<file path="config.mk">
export PLATFORM = sky130hd
export DESIGN_NAME = chime_tone_gen
export DESIGN_NICKNAME = d
export VERILOG_FILES = /design/src/rtl/chime_pkg.sv /design/src/rtl/chime_match.sv /design/src/rtl/chime_divider.sv /design/src/rtl/chime_tone_gen.sv
export SDC_FILE = /design/constraint.sdc
export NUM_CORES = 1
export LEC_CHECK = 0
export BUFFER_PORTS_ARGS = -buffer_cell sky130_fd_sc_hd__buf_4
export CORE_MARGIN = 2
export CORE_UTILIZATION = 25
export CTS_CLUSTER_SIZE = 24
export DETAILED_ROUTE_END_ITERATION = 10
export PLACE_DENSITY_LB_ADDON = 0.08
export SKIP_CTS_REPAIR_TIMING = 1
export SLEW_MARGIN = 10
export SYNTH_ARGS = -nofsm -noshare
export SYNTH_HDL_FRONTEND = slang
export SYNTH_HIERARCHICAL = 1
export SYNTH_SLANG_ARGS = --single-unit
</file>
<file path="constraint.sdc">
create_clock -name clk -period 6.05 [get_ports clk]
set_input_delay 1.21 -clock clk [delete_from_list [all_inputs] [get_ports clk]]
set_output_delay 1.21 -clock clk [all_outputs]
set_load 0.005 [all_outputs]
</file>
<file path="src/rtl/chime_pkg.sv">
package chime_pkg;

    typedef enum logic [1:0] {
        CH_QUIET = 2'd0,
        CH_LOW   = 2'd1,
        CH_HIGH  = 2'd2
    } chime_state_e;

    function automatic int unsigned half_cycles(input int unsigned clk_hz,
                                                input int unsigned tone_hz);
        return clk_hz / (2 * tone_hz);
    endfunction

endpackage

</file>
<file path="src/rtl/chime_match.sv">
module chime_match #(
    parameter int unsigned CHIME_MIN    = 59,
    parameter int unsigned LOW_BEEPS    = 5,
    parameter int unsigned LAST_LOW_SEC = 58
) (
    input  logic [3:0] min_tens,
    input  logic [3:0] min_ones,
    input  logic [3:0] sec_tens,
    input  logic [3:0] sec_ones,
    output logic       hit_low,
    output logic       hit_high
);
    localparam int unsigned FIRST_LOW_SEC = LAST_LOW_SEC - 2 * (LOW_BEEPS - 1);
    localparam logic        LOW_PARITY    = 1'(LAST_LOW_SEC % 2);

    logic       digits_ok;
    logic [7:0] min_val;
    logic [7:0] sec_val;

    always_comb begin
        digits_ok = (min_tens <= 4'd5) && (min_ones <= 4'd9) &&
                    (sec_tens <= 4'd5) && (sec_ones <= 4'd9);
        min_val   = {4'd0, min_tens} * 8'd10 + {4'd0, min_ones};
        sec_val   = {4'd0, sec_tens} * 8'd10 + {4'd0, sec_ones};
        hit_low   = digits_ok &&
                    (min_val == 8'(CHIME_MIN)) &&
                    (sec_val >= 8'(FIRST_LOW_SEC)) &&
                    (sec_val <= 8'(LAST_LOW_SEC)) &&
                    (sec_val[0] == LOW_PARITY);
        hit_high  = digits_ok && (min_val == 8'd0) && (sec_val == 8'd0);
    end

endmodule

</file>
<file path="src/rtl/chime_divider.sv">
module chime_divider #(
    parameter int unsigned HALF_LO = 48828,
    parameter int unsigned HALF_HI = 24414
) (
    input  logic clk,
    input  logic rst_n,
    input  logic restart,
    input  logic run,
    input  logic sel_high,
    output logic tone
);
    localparam int unsigned HALF_MAX = (HALF_LO > HALF_HI) ? HALF_LO : HALF_HI;
    localparam int unsigned CW       = $clog2(HALF_MAX + 1);

    logic [CW-1:0] cnt;
    logic [CW-1:0] limit;

    always_comb begin
        limit = sel_high ? CW'(HALF_HI - 1) : CW'(HALF_LO - 1);
    end

    always_ff @(posedge clk or negedge rst_n) begin
        if (!rst_n) begin
            cnt  <= '0;
            tone <= 1'b0;
        end else if (restart) begin
            cnt  <= '0;
            tone <= 1'b1;
        end else if (!run) begin
            cnt  <= '0;
            tone <= 1'b0;
        end else if (cnt == limit) begin
            cnt  <= '0;
            tone <= ~tone;
        end else begin
            cnt  <= cnt + 1'b1;
        end
    end

endmodule

</file>
<file path="src/rtl/chime_tone_gen.sv">
module chime_tone_gen
    import chime_pkg::*;
#(
    parameter int unsigned CLK_HZ       = 50_000_000,
    parameter int unsigned LOW_HZ       = 512,
    parameter int unsigned HIGH_HZ      = 1024,
    parameter int unsigned CHIME_MIN    = 59,
    parameter int unsigned LOW_BEEPS    = 5,
    parameter int unsigned LAST_LOW_SEC = 58
) (
    input  logic       clk,
    input  logic       rst_n,
    input  logic [3:0] min_tens,
    input  logic [3:0] min_ones,
    input  logic [3:0] sec_tens,
    input  logic [3:0] sec_ones,
    input  logic       sec_tick,
    output logic       spk_o
);
    localparam int unsigned HALF_LO = half_cycles(CLK_HZ, LOW_HZ);
    localparam int unsigned HALF_HI = half_cycles(CLK_HZ, HIGH_HZ);

    chime_state_e state_q;
    chime_state_e state_nx;
    logic         hit_low;
    logic         hit_high;
    logic         div_restart;
    logic         div_run;
    logic         div_high;

    chime_match #(
        .CHIME_MIN    (CHIME_MIN),
        .LOW_BEEPS    (LOW_BEEPS),
        .LAST_LOW_SEC (LAST_LOW_SEC)
    ) u_match (
        .min_tens (min_tens),
        .min_ones (min_ones),
        .sec_tens (sec_tens),
        .sec_ones (sec_ones),
        .hit_low  (hit_low),
        .hit_high (hit_high)
    );

    // Next state: decided only on a seconds tick.
    always_comb begin
        state_nx = state_q;
        if (sec_tick) begin
            unique case (state_q)
                CH_QUIET, CH_LOW, CH_HIGH: begin
                    if (hit_high)      state_nx = CH_HIGH;
                    else if (hit_low)  state_nx = CH_LOW;
                    else               state_nx = CH_QUIET;
                end
                default: state_nx = CH_QUIET;
            endcase
        end
    end

    // State register.
    always_ff @(posedge clk or negedge rst_n) begin
        if (!rst_n) state_q <= CH_QUIET;
        else        state_q <= state_nx;
    end

    // Output control: the divider follows the state being entered.
    always_comb begin
        div_restart = 1'b0;
        div_run     = 1'b0;
        div_high    = 1'b0;
        unique case (state_nx)
            CH_QUIET: ;
            CH_LOW: begin
                div_run     = 1'b1;
                div_restart = sec_tick;
            end
            CH_HIGH: begin
                div_run     = 1'b1;
                div_high    = 1'b1;
                div_restart = sec_tick;
            end
            default: ;
        endcase
    end

    chime_divider #(
        .HALF_LO (HALF_LO),
        .HALF_HI (HALF_HI)
    ) u_div (
        .clk      (clk),
        .rst_n    (rst_n),
        .restart  (div_restart),
        .run      (div_run),
        .sel_high (div_high),
        .tone     (spk_o)
    );

endmodule

</file>
# Word level (Yosys, flattened, before mapping)
# Cells that the tools add are included.
word_totals:
  in_bits: 19
  ff_bits: 19
  word_cells: 51
op_classes:
  n_mul: 2
  order_cmp: 6
  reduce_logical: 14
  addsub: 3
  eq_ne: 7
  n_mux: 14
  bitwise_logic: 2
ops:
  columns: ["operator", "count"]
  rows:
  - ["$mux 16", 4]
  - ["$add 16x1->16 const B", 1]
  - ["$add 8x4->8", 2]
  - ["$eq 16x16->1", 1]
  - ["$logic_not 8->1", 2]
  - ["$mul 4x3->7 const B", 2]
  - ["$logic_and 1x1->1", 9]
  - ["$eq 8x6->1 const B", 1]
  - ["$ge 8x6->1 const B", 1]
  - ["$le 4x3->1 const B", 2]
  - ["$le 4x4->1 const B", 2]
  - ["$le 8x6->1 const B", 1]
  - ["$mux 1", 7]
  - ["$mux 2", 3]
  - ["$eq 2x1->1 const B", 2]
  - ["$eq 2x2->1 const B", 2]
  - ["$ne 3x3->1 const B", 1]
  - ["$reduce_or 3->1", 1]
  - ["$logic_not 2->1", 1]
  - ["$not 1->1", 2]
  - ["$reduce_or 2->1", 1]

# Logic depth before layout (Yosys ltp)
# Gate-level depths: netlist of the first run.
depth:
  depth_word: 19
  depth_mapped: 16
  depth_no_buf: 15

# Cells and area by module
# Netlist of the first run, hierarchy kept.
modules_own_cells:
  columns: ["mod", "seq_area_each_um2", "n_inst", "cells_per_inst", "area_per_inst_um2"]
  rows:
  - ["chime_divider", 425.4, 1, 92, 922.1]
  - ["chime_match", 0.0, 1, 76, 618.1]
  - ["chime_tone_gen", 50.0, 1, 12, 120.1]

# Worst setup path after synthesis of the first run
# Ideal clock, no wire load.
synth_path:
  kind: "input-to-reg"
  start: "in min_tens[1]"
  end: "reg u_div.cnt[10]"
  path_buffers: 1
  arrival_ns: 4.845
  slack_ns: 1.086
  setup_ns: 0.119
  stages: 15
  cell_sequence: "ha_1 > ha_1 > fa_1 > o211ai_2 > or3_1 > a311o_1 > a2111oi_2 > inv_1 > a41oi_1 > ha_1 > nor4bb_1 > a22oi_1 > o31ai_4 > buf_4 > nor2_1"
synth_rtl:
  columns: ["item", "line", "source"]
  rows:
  - ["from (decl)", "chime_tone_gen.sv:13", "input logic [3:0] min_tens,"]
  - ["branches (longest 4 deep; another with $add 8x4->8)", null, null]
  - ["$logic_and 1x1->1 * (2 in a row)", "chime_match.sv:30", "hit_high = digits_ok && (min_val == 8'd0) && (sec_val == 8'd0);"]
  - ["via hit_high", "chime_tone_gen.sv:26", "logic hit_high;"]
  - ["$mux 2 *", "chime_tone_gen.sv:50", "if (hit_high) state_nx = CH_HIGH;"]
  - ["$mux 2 *", "chime_tone_gen.sv:48", "unique case (state_q)"]
  - ["$mux 2 *", "chime_tone_gen.sv:47", "if (sec_tick) begin"]
  - ["$eq 2x2->1 *", "chime_tone_gen.sv:70", "unique case (state_nx)"]
  - ["$mux 1 *", "chime_tone_gen.sv:70", null]
  - ["via div_high", "chime_tone_gen.sv:29", "logic div_high;"]
  - ["$mux 16 *", "chime_divider.sv:19", "limit = sel_high ? CW'(HALF_HI - 1) : CW'(HALF_LO - 1);"]
  - ["$eq 16x16->1 *", "chime_divider.sv:32", "end else if (cnt == limit) begin"]
  - ["$mux 16 *", "chime_divider.sv:32", null]
  - ["$mux 16 *", "chime_divider.sv:29", "end else if (!run) begin"]
  - ["$mux 16 *", "chime_divider.sv:26", "end else if (restart) begin"]
  - ["to (signal assigned)", "chime_divider.sv:36", "cnt <= cnt + 1'b1;"]
  - ["to (decl)", "chime_divider.sv:15", "logic [CW-1:0] cnt;"]
# Mark *: on every way through the listed nets, which the timed path passes.
# A chain may end at the register's enable or synchronous reset.

# Worst setup path after layout of the first run
layout_path:
  start: "in min_tens[1]"
  end: "reg u_div.cnt[12]"
# Same word-level chain as after synthesis.

==> summary.md, run 1 <==
| Metric | Value |
|---|---|
| GRT Total Usage | 11.1% |
| Core box area | 6390 sq um |
| Post-synthesis cell area | 1660 sq um |
| Worst Hold Class | reg2reg |
| Area Growth Syn to Fin | 16.4% |
| Synthesized flop and latch total | 19 |
| Area contributors post-synth | dfrtp_1, ha_1, xnor2_1 |
| GPL Wtd Cong | 0.784 |
| Main synth FF type | dfrtp_1 |
| Post-DP HPWL | 2960 um |
| Seq/Total Area, Yosys | 28.6% |
| Initial antenna violation count | 0 |
| Pwr Density | 154 nW/um^2 |
| Via density | 4.89 |
| Largest net degree at the start of global routing | 20 |
| I/O pins | 20 |
| Worst EP required | 6170 ps |
| Setup ws final | 730 ps |
| Vias in the first global route | 1386 |
| Detailed Route WL | 3780 um |
| Top sig layer | met4 |
| DRC | 0 |
| Initial DRC count | 67 |
| Clock Skew | 5.38 ps |
| Library cells used by synthesis | 48 |
| Top cell type's share of synthesized area | 28.6% |
| Worst-Skew Late Latency | 260 ps |
| Setup TNS | 0 ps |
| Grt total ovfl | 0 |
| Highest Clock Rate | 188 MHz |
| Num CTS Buffers | 3 |
| Port bufs | 19 |
| CP max stage cell | fa_1 |
| Final Cell Area | 1930 sq um |
| DIE HEIGHT | 85.5 um |
| Detail Route Antenna Nets | 0 |
| Fin crit share | 87.9% |
| Ant diodes | 0 |
| Buf/Inv on CP | 2 |
| CTS clock-pin slew for the worst setup and hold paths | 80 ps |
| Startpoint Class | input pin |
| Max H-tree Level | 1 |
| Setup Viol. Count Final | 0 |
| Setup WS pre-CTS | 494 ps |
| Post-synth EDFFs | 0 |
| Most common cell on crit path | ha_1 |
| # nets final | 240 |
| Dpl cells | 274 |
| Hold Fails Final Rpt | 0 |
| Slowest stage delay, CP | 620 ps |
| Die Footprint | 7310 sq um |
| Buffers from clock root to sink, at most | 2 |
| CP top delay family | compound AO/OA/AOI/OAI gates |
| CTS tree | yes |
| Clock sinks | 19 |
| Die width | 85.5 um |
| Ys Warns | 6 |
| Critical path type | in2reg |
| RSZ-0062 raised after global routing | false |
| First-pass GRT wire length | 6730 um |
| Worst Max-Slew Pin Slew | 687 ps |
| Layout cells sized above 1 | 15.4% |
| Starting Density | 26.0% |
| VDD IR-drop max | 0.0863 mV |
| Total power | 0.000298 W |
| Synthesized area per cell | 9.22 sq um |
| Synthesized Nets | 218 |
| Post-synth top cells | nor2_1, dfrtp_1, xnor2_1 |
| Rel. slew slack | 54.2% |
| WL met2 | 1670 um |
| Multi-input logic area | 1140 sq um |
| Ys async rst share | 100% |
| Fin cells | 278 |
| Yosys top cell by area | dfrtp_1 |
| Status | completed |
| Critical Path AT | 5440 ps |
| Worst setup EP type | register |
| Count leader, synth | nor2_1 |
| Placed Area | 1890 sq um |
| Row count | 29 |
| Crit-path max FO | 15 |
| Pre-antenna DRT Iters | 4 |
| Reg area | 475 sq um |
| Tmin final | 5320 ps |
| Via count | 1359 |
| Crit-path cells | buf_4 -> ha_1 -> ha_1 -> fa_1 -> o211ai_2 -> or3_1 -> a311o_1 -> a2111oi_2 -> inv_1 -> a41oi_1 -> ha_1 -> nor4bb_1 -> a22oi_1 -> o31ai_4 -> nor2_1 |
| CTS Root Cell | clkbuf_8 |
| Met1 Wirelength | 1960 um |
| Final Slew Violations | 0 |
| Met3 routed WL | 134 um |
| Pleak | 0.770 nW |
| Wire per inst | 13.6 um |
| Fillers | 666 |
| Cell count after synthesis | 180 |
| Max Cap Viol | 0 |
sequential cells by signal, indices dropped and copies added (netlist names):
register / cells
u_div/cnt: 16
state_q: 2
u_div/tone: 1
per-stage QoR:
stage                     util, %  hold slack, ps
after floorplan                 -             445
after global placement       29.5             521
after detailed placement     29.5             540
after CTS                    30.3             547
after global routing         30.3             584
final                        30.3             532
cell type report:
type	instances	share of cell area, %
inverter	9	1.75
sequential	19	24.6
multi-input combinational	150	58.9
timing repair buffer	19	7.38
clock inverter	1	0.259
clock buffer	3	2.14
tap	77	4.98
routing by layer:
layer | GRT usage [%] | vias to the layer above
li1 | - | 704
met2 | 17.8 | 13
met4 | 0.866 | 0
met5 | 0 | -
met1 | 16.0 | 640
met3 | 2.50 | 2
cell usage in the layout, fill, tap and decap left out, types with 6 or more instances in the layout:
cell type  Yosys  final
a21oi_1        6      6
buf_4          1     19
dfrtp_1       19     19
ha_1          15     15
inv_1          9      9
nand2_1       11     11
nand3_1        9      9
nor2_1        21     21
nor3_1         6      6
o21ai_0        6      6
xnor2_1       16     16
logic make-up after synthesis:
group / count (synthesis) / synth area share [%]
flip-flops: 19 / 28.6
AND/OR/NAND/NOR: 75 / 24.9
adder cells (fa/ha/maj): 19 / 16.1
XOR/XNOR: 20 / 10.5
multiplexers: 1 / 0.603
buffers and inverters: 11 / 2.79
AO/OA/AOI/OAI: 35 / 16.4
where the power goes:
group / internal, W / leakage (nW) / switching (W)
Sequential: 0.000127 / 0.266 / 0.00000000286
Combinational: 0.0000367 / 0.479 / 0.0000451
Clock: 0.0000458 / 0.0255 / 0.0000438
worst paths after layout:
path | start | end | slack (ps) | cells after the start
min reg2reg | u_div/cnt[0] | u_div/cnt[0] | 530 | 1
max in group asynchronous | rst_n | u_div/cnt[7] | 5020 | 1
min in group asynchronous | rst_n | u_div/tone | 820 | 1
max reg2reg | state_q[1] | u_div/cnt[12] | 3760 | 7
max | min_tens[1] | u_div/cnt[12] | 730 | 15
min | u_div/cnt[0] | u_div/cnt[0] | 530 | 1
(Power assumes the default switching activity.)
==> run 2: changes to the inputs <==
--- a/config.mk
+++ b/config.mk
@@ -5,11 +5,12 @@
 export SDC_FILE = /design/constraint.sdc
 export NUM_CORES = 1
 export LEC_CHECK = 0
-export BUFFER_PORTS_ARGS = -buffer_cell sky130_fd_sc_hd__buf_4
+export BUFFER_PORTS_ARGS = -buffer_cell sky130_fd_sc_hd__clkbuf_2
 export CORE_MARGIN = 2
 export CORE_UTILIZATION = 25
 export CTS_CLUSTER_SIZE = 24
 export DETAILED_ROUTE_END_ITERATION = 10
+export MAX_ROUTING_LAYER = met4
 export PLACE_DENSITY_LB_ADDON = 0.08
 export SKIP_CTS_REPAIR_TIMING = 1
 export SLEW_MARGIN = 10
==> run 2 against run 1 <==
  * Sequential cell count did not move
  * Combinational power fell by 2.9%
  * Die area did not move
  * Global-route usage rose by 0.33 points
  * Register-to-register slack got worse by 90 ps
  * Sequential power barely moved
  * Critical endpoint is now u_div/cnt[9]
  * Clock-buffer cell count rose by 1
  * Design area fell by 2.5%
  * Largest cell class unchanged
  * Worst hold slack got worse by 27 ps
  * Critical path type unchanged
  * Non-clock buffer count did not move
  * Fmax fell by 0.95%
  * Via count rose by 3.3%
==> summary.md, run 2 (same netlist as run 1, synthesis figures left out) <==
| Metric | Value |
|---|---|
| Largest net degree at the start of global routing | 20 |
| Vias in the first global route | 1406 |
| Max Cap Viol | 0 |
| Worst Max-Slew Pin Slew | 718 ps |
| GRT met3 Usage | 2.31% |
| Clock sinks | 19 |
| Worst setup EP type | register |
| Layout cells sized above 1 | 14.9% |
| GRT Total Usage | 11.4% |
| DIE HEIGHT | 85.5 um |
| Pre-antenna DRT Iters | 4 |
| Hold slack | 505 ps |
| Slowest stage delay, CP | 620 ps |
| Pwr Density | 157 nW/um^2 |
| RSZ-0062 raised after global routing | false |
| Starting Density | 26.0% |
| Commonest cells after routing, fill and taps aside | nor2_1, clkbuf_2, dfrtp_1 |
| Detail Route Antenna Nets | 0 |
| Busiest layer in global routing | met2 |
| Tmin final | 5370 ps |
| CP top delay family | compound AO/OA/AOI/OAI gates |
| Via count | 1404 |
| CP max stage cell | o31ai_4 |
| Most common cell on crit path | ha_1 |
| Detailed Route WL | 3890 um |
| GR Util met2 | 18.1% |
| Highest Clock Rate | 186 MHz |
| Hold Fails Final Rpt | 0 |
| Worst EP required | 6160 ps |
| Crit-path max FO | 15 |
| Number of flip-flops in the largest register | 16 |
| # nets final | 240 |
| Core box area | 6390 sq um |
| Initial DRC count | 73 |
| Grt total ovfl | 0 |
| Status | completed |
| Critical path type | in2reg |
| Total power | 0.000296 W |
| M1 GR Usage | 15.6% |
| CTS Root Cell | clkbuf_8 |
| Fillers | 695 |
| Buffers from clock root to sink, at most | 2 |
| Via density | 5.05 |
| Worst-Skew Late Latency | 250 ps |
| Fin crit share | 88.8% |
| Port bufs | 19 |
| I/O pins | 20 |
| Setup TNS | 0 ps |
| First-pass GRT wire length | 6760 um |
| Rel. slew slack | 52.1% |
| Crit-path cells | clkbuf_2 -> ha_1 -> ha_1 -> fa_1 -> o211ai_2 -> or3_1 -> a311o_1 -> a2111oi_2 -> inv_1 -> a41oi_1 -> ha_1 -> nor4bb_1 -> a22oi_1 -> o31ai_4 -> nor2_1 |
| Register with the most flip-flops | u_div/cnt |
| Die width | 85.5 um |
| Clock Skew | 5.06 ps |
| GPL Wtd Cong | 0.819 |
| Ant diodes | 0 |
| Worst Hold Class | reg2reg |
| CTS tree | yes |
| Row count | 29 |
| Initial antenna violation count | 0 |
| Wire per inst | 14.0 um |
| VDD IR-drop max | 0.0702 mV |
| Die Footprint | 7310 sq um |
| Final Slew Violations | 0 |
| Setup Viol. Count Final | 0 |
| Area Growth Syn to Fin | 13.5% |
| Num CTS Buffers | 3 |
| CTS clock-pin slew for the worst setup and hold paths | 70 ps |
| Startpoint Class | input pin |
| Top Registers | u_div/cnt (16), state_q (2), u_div/tone (1) |
| Buf/Inv on CP | 2 |
| Post-DP HPWL | 3010 um |
| Pleak | 0.755 nW |
| DRC | 0 |
| Commonest non-fill, non-tap cell in the layout | nor2_1 |
| Critical Path AT | 5480 ps |
| Max H-tree Level | 1 |
run 2: cell count changes in the layout (fill, tap and decap cells not counted), sizes merged:
| cell | previous run | this run |
|---|---|---|
| clkbuf | 3 | 23 |
| buf | 19 | 0 |
| clkinv | 1 | 0 |
run 2: final timing paths:
| check | start | to | slack [ps] | cells after the start |
|---|---|---|---|---|
| setup / recovery | min_tens[1] | u_div/cnt[9] | 680 | 15 |
| min in group asynchronous | rst_n | u_div/cnt[0] | 900 | 1 |
| hold / removal | u_div/cnt[0] | u_div/cnt[0] | 510 | 1 |
| max in group asynchronous | rst_n | u_div/cnt[11] | 4800 | 1 |
| setup reg to reg | state_q[1] | u_div/cnt[9] | 3670 | 7 |
| hold reg to reg | u_div/cnt[0] | u_div/cnt[0] | 510 | 1 |
run 2: layout make-up:
class                      count  area (sq um)  area share, %
clock buffer                   4          45.0           2.39
timing repair buffer          19          95.1           5.05
sequential                    19           475           25.2
inverter                       9          33.8           1.79
multi-input combinational    150          1140           60.4
tap                           77          96.3           5.11
run 2: worst reg2reg max path, cell delays in order (launching register included):
cell	delay, ps
dfrtp_1	380
nor2b_1	130
a31o_1	200
ha_1	230
nor4b_1	270
mux2i_1	210
o31ai_4	690
nor2_1	130
run 2: power by group:
group,internal (W),switching [W]
sequential,0.000127,0.00000000256
combinational,0.0000334,0.0000461
clock,0.0000468,0.0000425
total,0.000207,0.0000885
run 2: metal layers:
metal	vias to the layer above	part of all wire [%]
met5	-	0
met2	15	46
met4	0	0.26
met1	682	52
met3	2	2.5
li1	705	-
run 2: through the flow:
step           util [%]  setup WS (ps)  cell area, sq um  instances
2_1_floorplan         -           1090              1660        180
3_3_place_gp       28.8            519              1840        274
3_5_place_dp       28.8            431              1840        274
4_1_cts            29.5            669              1880        278
5_1_grt            29.5            284              1880        278
6_report           29.5            679              1880        278
==> run 3: changes to the inputs <==
--- a/config.mk
+++ b/config.mk
@@ -5,7 +5,7 @@
 export SDC_FILE = /design/constraint.sdc
 export NUM_CORES = 1
 export LEC_CHECK = 0
-export BUFFER_PORTS_ARGS = -buffer_cell sky130_fd_sc_hd__clkbuf_2
+export BUFFER_PORTS_ARGS = -buffer_cell sky130_fd_sc_hd__buf_2
 export CORE_MARGIN = 2
 export CORE_UTILIZATION = 25
 export CTS_CLUSTER_SIZE = 24
==> run 3 against run 2 <==
  * Design area unchanged
  * Largest power group unchanged
  * First-iteration DRC count fell by 2.7%
  * Fmax shrank 0.91%
  * Clock skew shrank 2.7 ps
  * Core utilization is the same
  * Die area unchanged
  * Combinational power is 0.5% lower
  * Via count is 1.0% lower
  * Worst setup slack got worse by 49 ps
  * Sequential share of layout area is the same
  * Non-clock buffer count did not move
  * Highest routed layer unchanged
==> summary.md, run 3 (same netlist as run 1, synthesis figures left out) <==
| Metric | Value |
|---|---|
| Status | completed |
| GPL Wtd Cong | 0.833 |
| Layout cells sized above 1 | 14.9% |
| Crit-path max FO | 15 |
| Commonest non-fill, non-tap cell in the layout | nor2_1 |
| Register share of total power | 42.6% |
| # nets final | 240 |
| I/O pins | 20 |
| Grt total ovfl | 0 |
| Tmin final | 5420 ps |
| Detail Route Antenna Nets | 0 |
| Pre-antenna DRT Iters | 4 |
| Worst EP required | 6160 ps |
| Switch Pwr | 0.0000904 W |
| Final Slew Violations | 0 |
| Via count | 1390 |
| Initial antenna violation count | 0 |
| Largest net degree at the start of global routing | 20 |
| Hold slack | 514 ps |
| Register with the most flip-flops | u_div/cnt |
| Hold Fails Final Rpt | 0 |
| Worst Max-Slew Pin Slew | 713 ps |
| Rel. slew slack | 52.5% |
| CTS clock-pin slew for the worst setup and hold paths | 80 ps |
| Buffers from clock root to sink, at most | 2 |
| First-pass GRT wire length | 6680 um |
| Row count | 29 |
| Port bufs | 19 |
| Wire per inst | 13.9 um |
| Reg2reg end | u_div/cnt[12] |
| Pwr Density | 158 nW/um^2 |
| Area Growth Syn to Fin | 13.5% |
| R2R Path Start | state_q[1] |
| Highest Clock Rate | 184 MHz |
| Comb power frac | 26.6% |
| Max Cap Viol | 0 |
| Pleak | 0.752 nW |
| Switching part of the total power | 30.4% |
| Top Registers | u_div/cnt (16), state_q (2), u_div/tone (1) |
| Clock Skew | 2.40 ps |
| Worst setup EP type | register |
| Commonest cells after routing, fill and taps aside | nor2_1, buf_2, dfrtp_1 |
| Max H-tree Level | 1 |
| CTS tree | yes |
| Via density | 5.00 |
| Fin crit share | 89.6% |
| CTS Root Cell | clkbuf_8 |
| Hold endpoint | u_div/cnt[0] |
| Start point of the worst hold path | u_div/cnt[0] |
| Ant diodes | 0 |
| DRC | 0 |
| Starting Density | 26.0% |
| P_int | 0.000207 W |
| Critical path type | in2reg |
| Setup Viol. Count Final | 0 |
| Worst-Skew Late Latency | 260 ps |
| Vias in the first global route | 1365 |
| Post-DP HPWL | 3000 um |
| Setup TNS | 0 ps |
| Post-layout util | 29.5% |
| Clock network power share | 30.8% |
| R2r worst-path depth | 7 |
| DIE HEIGHT | 85.5 um |
| Worst Hold Class | reg2reg |
| Clock sinks | 19 |
| GRT Total Usage | 11.3% |
| Num CTS Buffers | 3 |
| Hold path depth | 1 |
| Critical Path AT | 5530 ps |
| Die width | 85.5 um |
| VDD IR-drop max | 0.0742 mV |
| Number of flip-flops in the largest register | 16 |
| Core box area | 6390 sq um |
| Initial DRC count | 71 |
| Die Footprint | 7310 sq um |
| Startpoint Class | input pin |
| RSZ-0062 raised after global routing | false |
| R2r setup slk | 3660 ps |
| Detailed Route WL | 3870 um |
-- run 3: cell types whose count changed in the layout (fill, tap and decap cells not counted) --
cell / previous run / this run
clkbuf_2: 19 / 0
buf_2: 0 / 19
-- run 3: area by class of cell --
type                    count  area [sq um]
flip-flops and latches     19           475
inverters                   9          33.8
multi-input cells         150          1140
fillers                   682          4500
clock buffers               4          45.0
repair buffers             19          95.1
well taps                  77          96.3
-- run 3: per-layer routing --
metal | vias up | global-route usage, % | part of all wire, %
li1 | 705 | - | -
met1 | 656 | 16.2 | 52
met2 | 27 | 17.1 | 44
met3 | 2 | 2.12 | 3.5
met4 | 0 | 1.30 | 0.26
met5 | - | - | 0
-- run 3: worst max-delay path by stage --
stage	cells after the start	endpoint	from	slack, ps
6_report	15	u_div/cnt[12]	min_tens[1]	630
4_1_cts	15	u_div/cnt[12]	min_tens[1]	650
2_1_floorplan	15	u_div/cnt[10]	min_tens[1]	1090
3_3_place_gp	15	u_div/cnt[11]	min_tens[1]	520
3_5_place_dp	15	u_div/cnt[12]	min_tens[1]	400
5_1_grt	15	u_div/cnt[12]	min_tens[1]	300
-- run 3: power by group through the flow --
stage | registers, W | clock network [W] | logic, W
2_1_floorplan | 0.000129 | 0 | 0.0000534
3_3_place_gp | 0.000129 | 0 | 0.0000775
3_5_place_dp | 0.000129 | 0 | 0.0000779
4_1_cts | 0.000127 | 0.0000957 | 0.0000789
5_1_grt | 0.000127 | 0.000101 | 0.0000884
6_report | 0.000127 | 0.0000916 | 0.0000791
-- run 3: critical path, stage by stage --
cell	delay, ps
buf_2	130
ha_1	300
ha_1	220
fa_1	600
o211ai_2	140
or3_1	330
a311o_1	370
a2111oi_2	390
inv_1	110
a41oi_1	210
ha_1	240
nor4bb_1	320
a22oi_1	190
o31ai_4	620
nor2_1	140
-- run 3: metrics by stage --
step	area (sq um)	power, W	cells	setup WS (ps)
final	1880	0.000297	278	629
after global routing	1880	0.000316	278	295
after CTS	1880	0.000301	278	649
after detailed placement	1840	0.000207	274	401
after global placement	1840	0.000207	274	520
after floorplan	1660	0.000183	180	1090
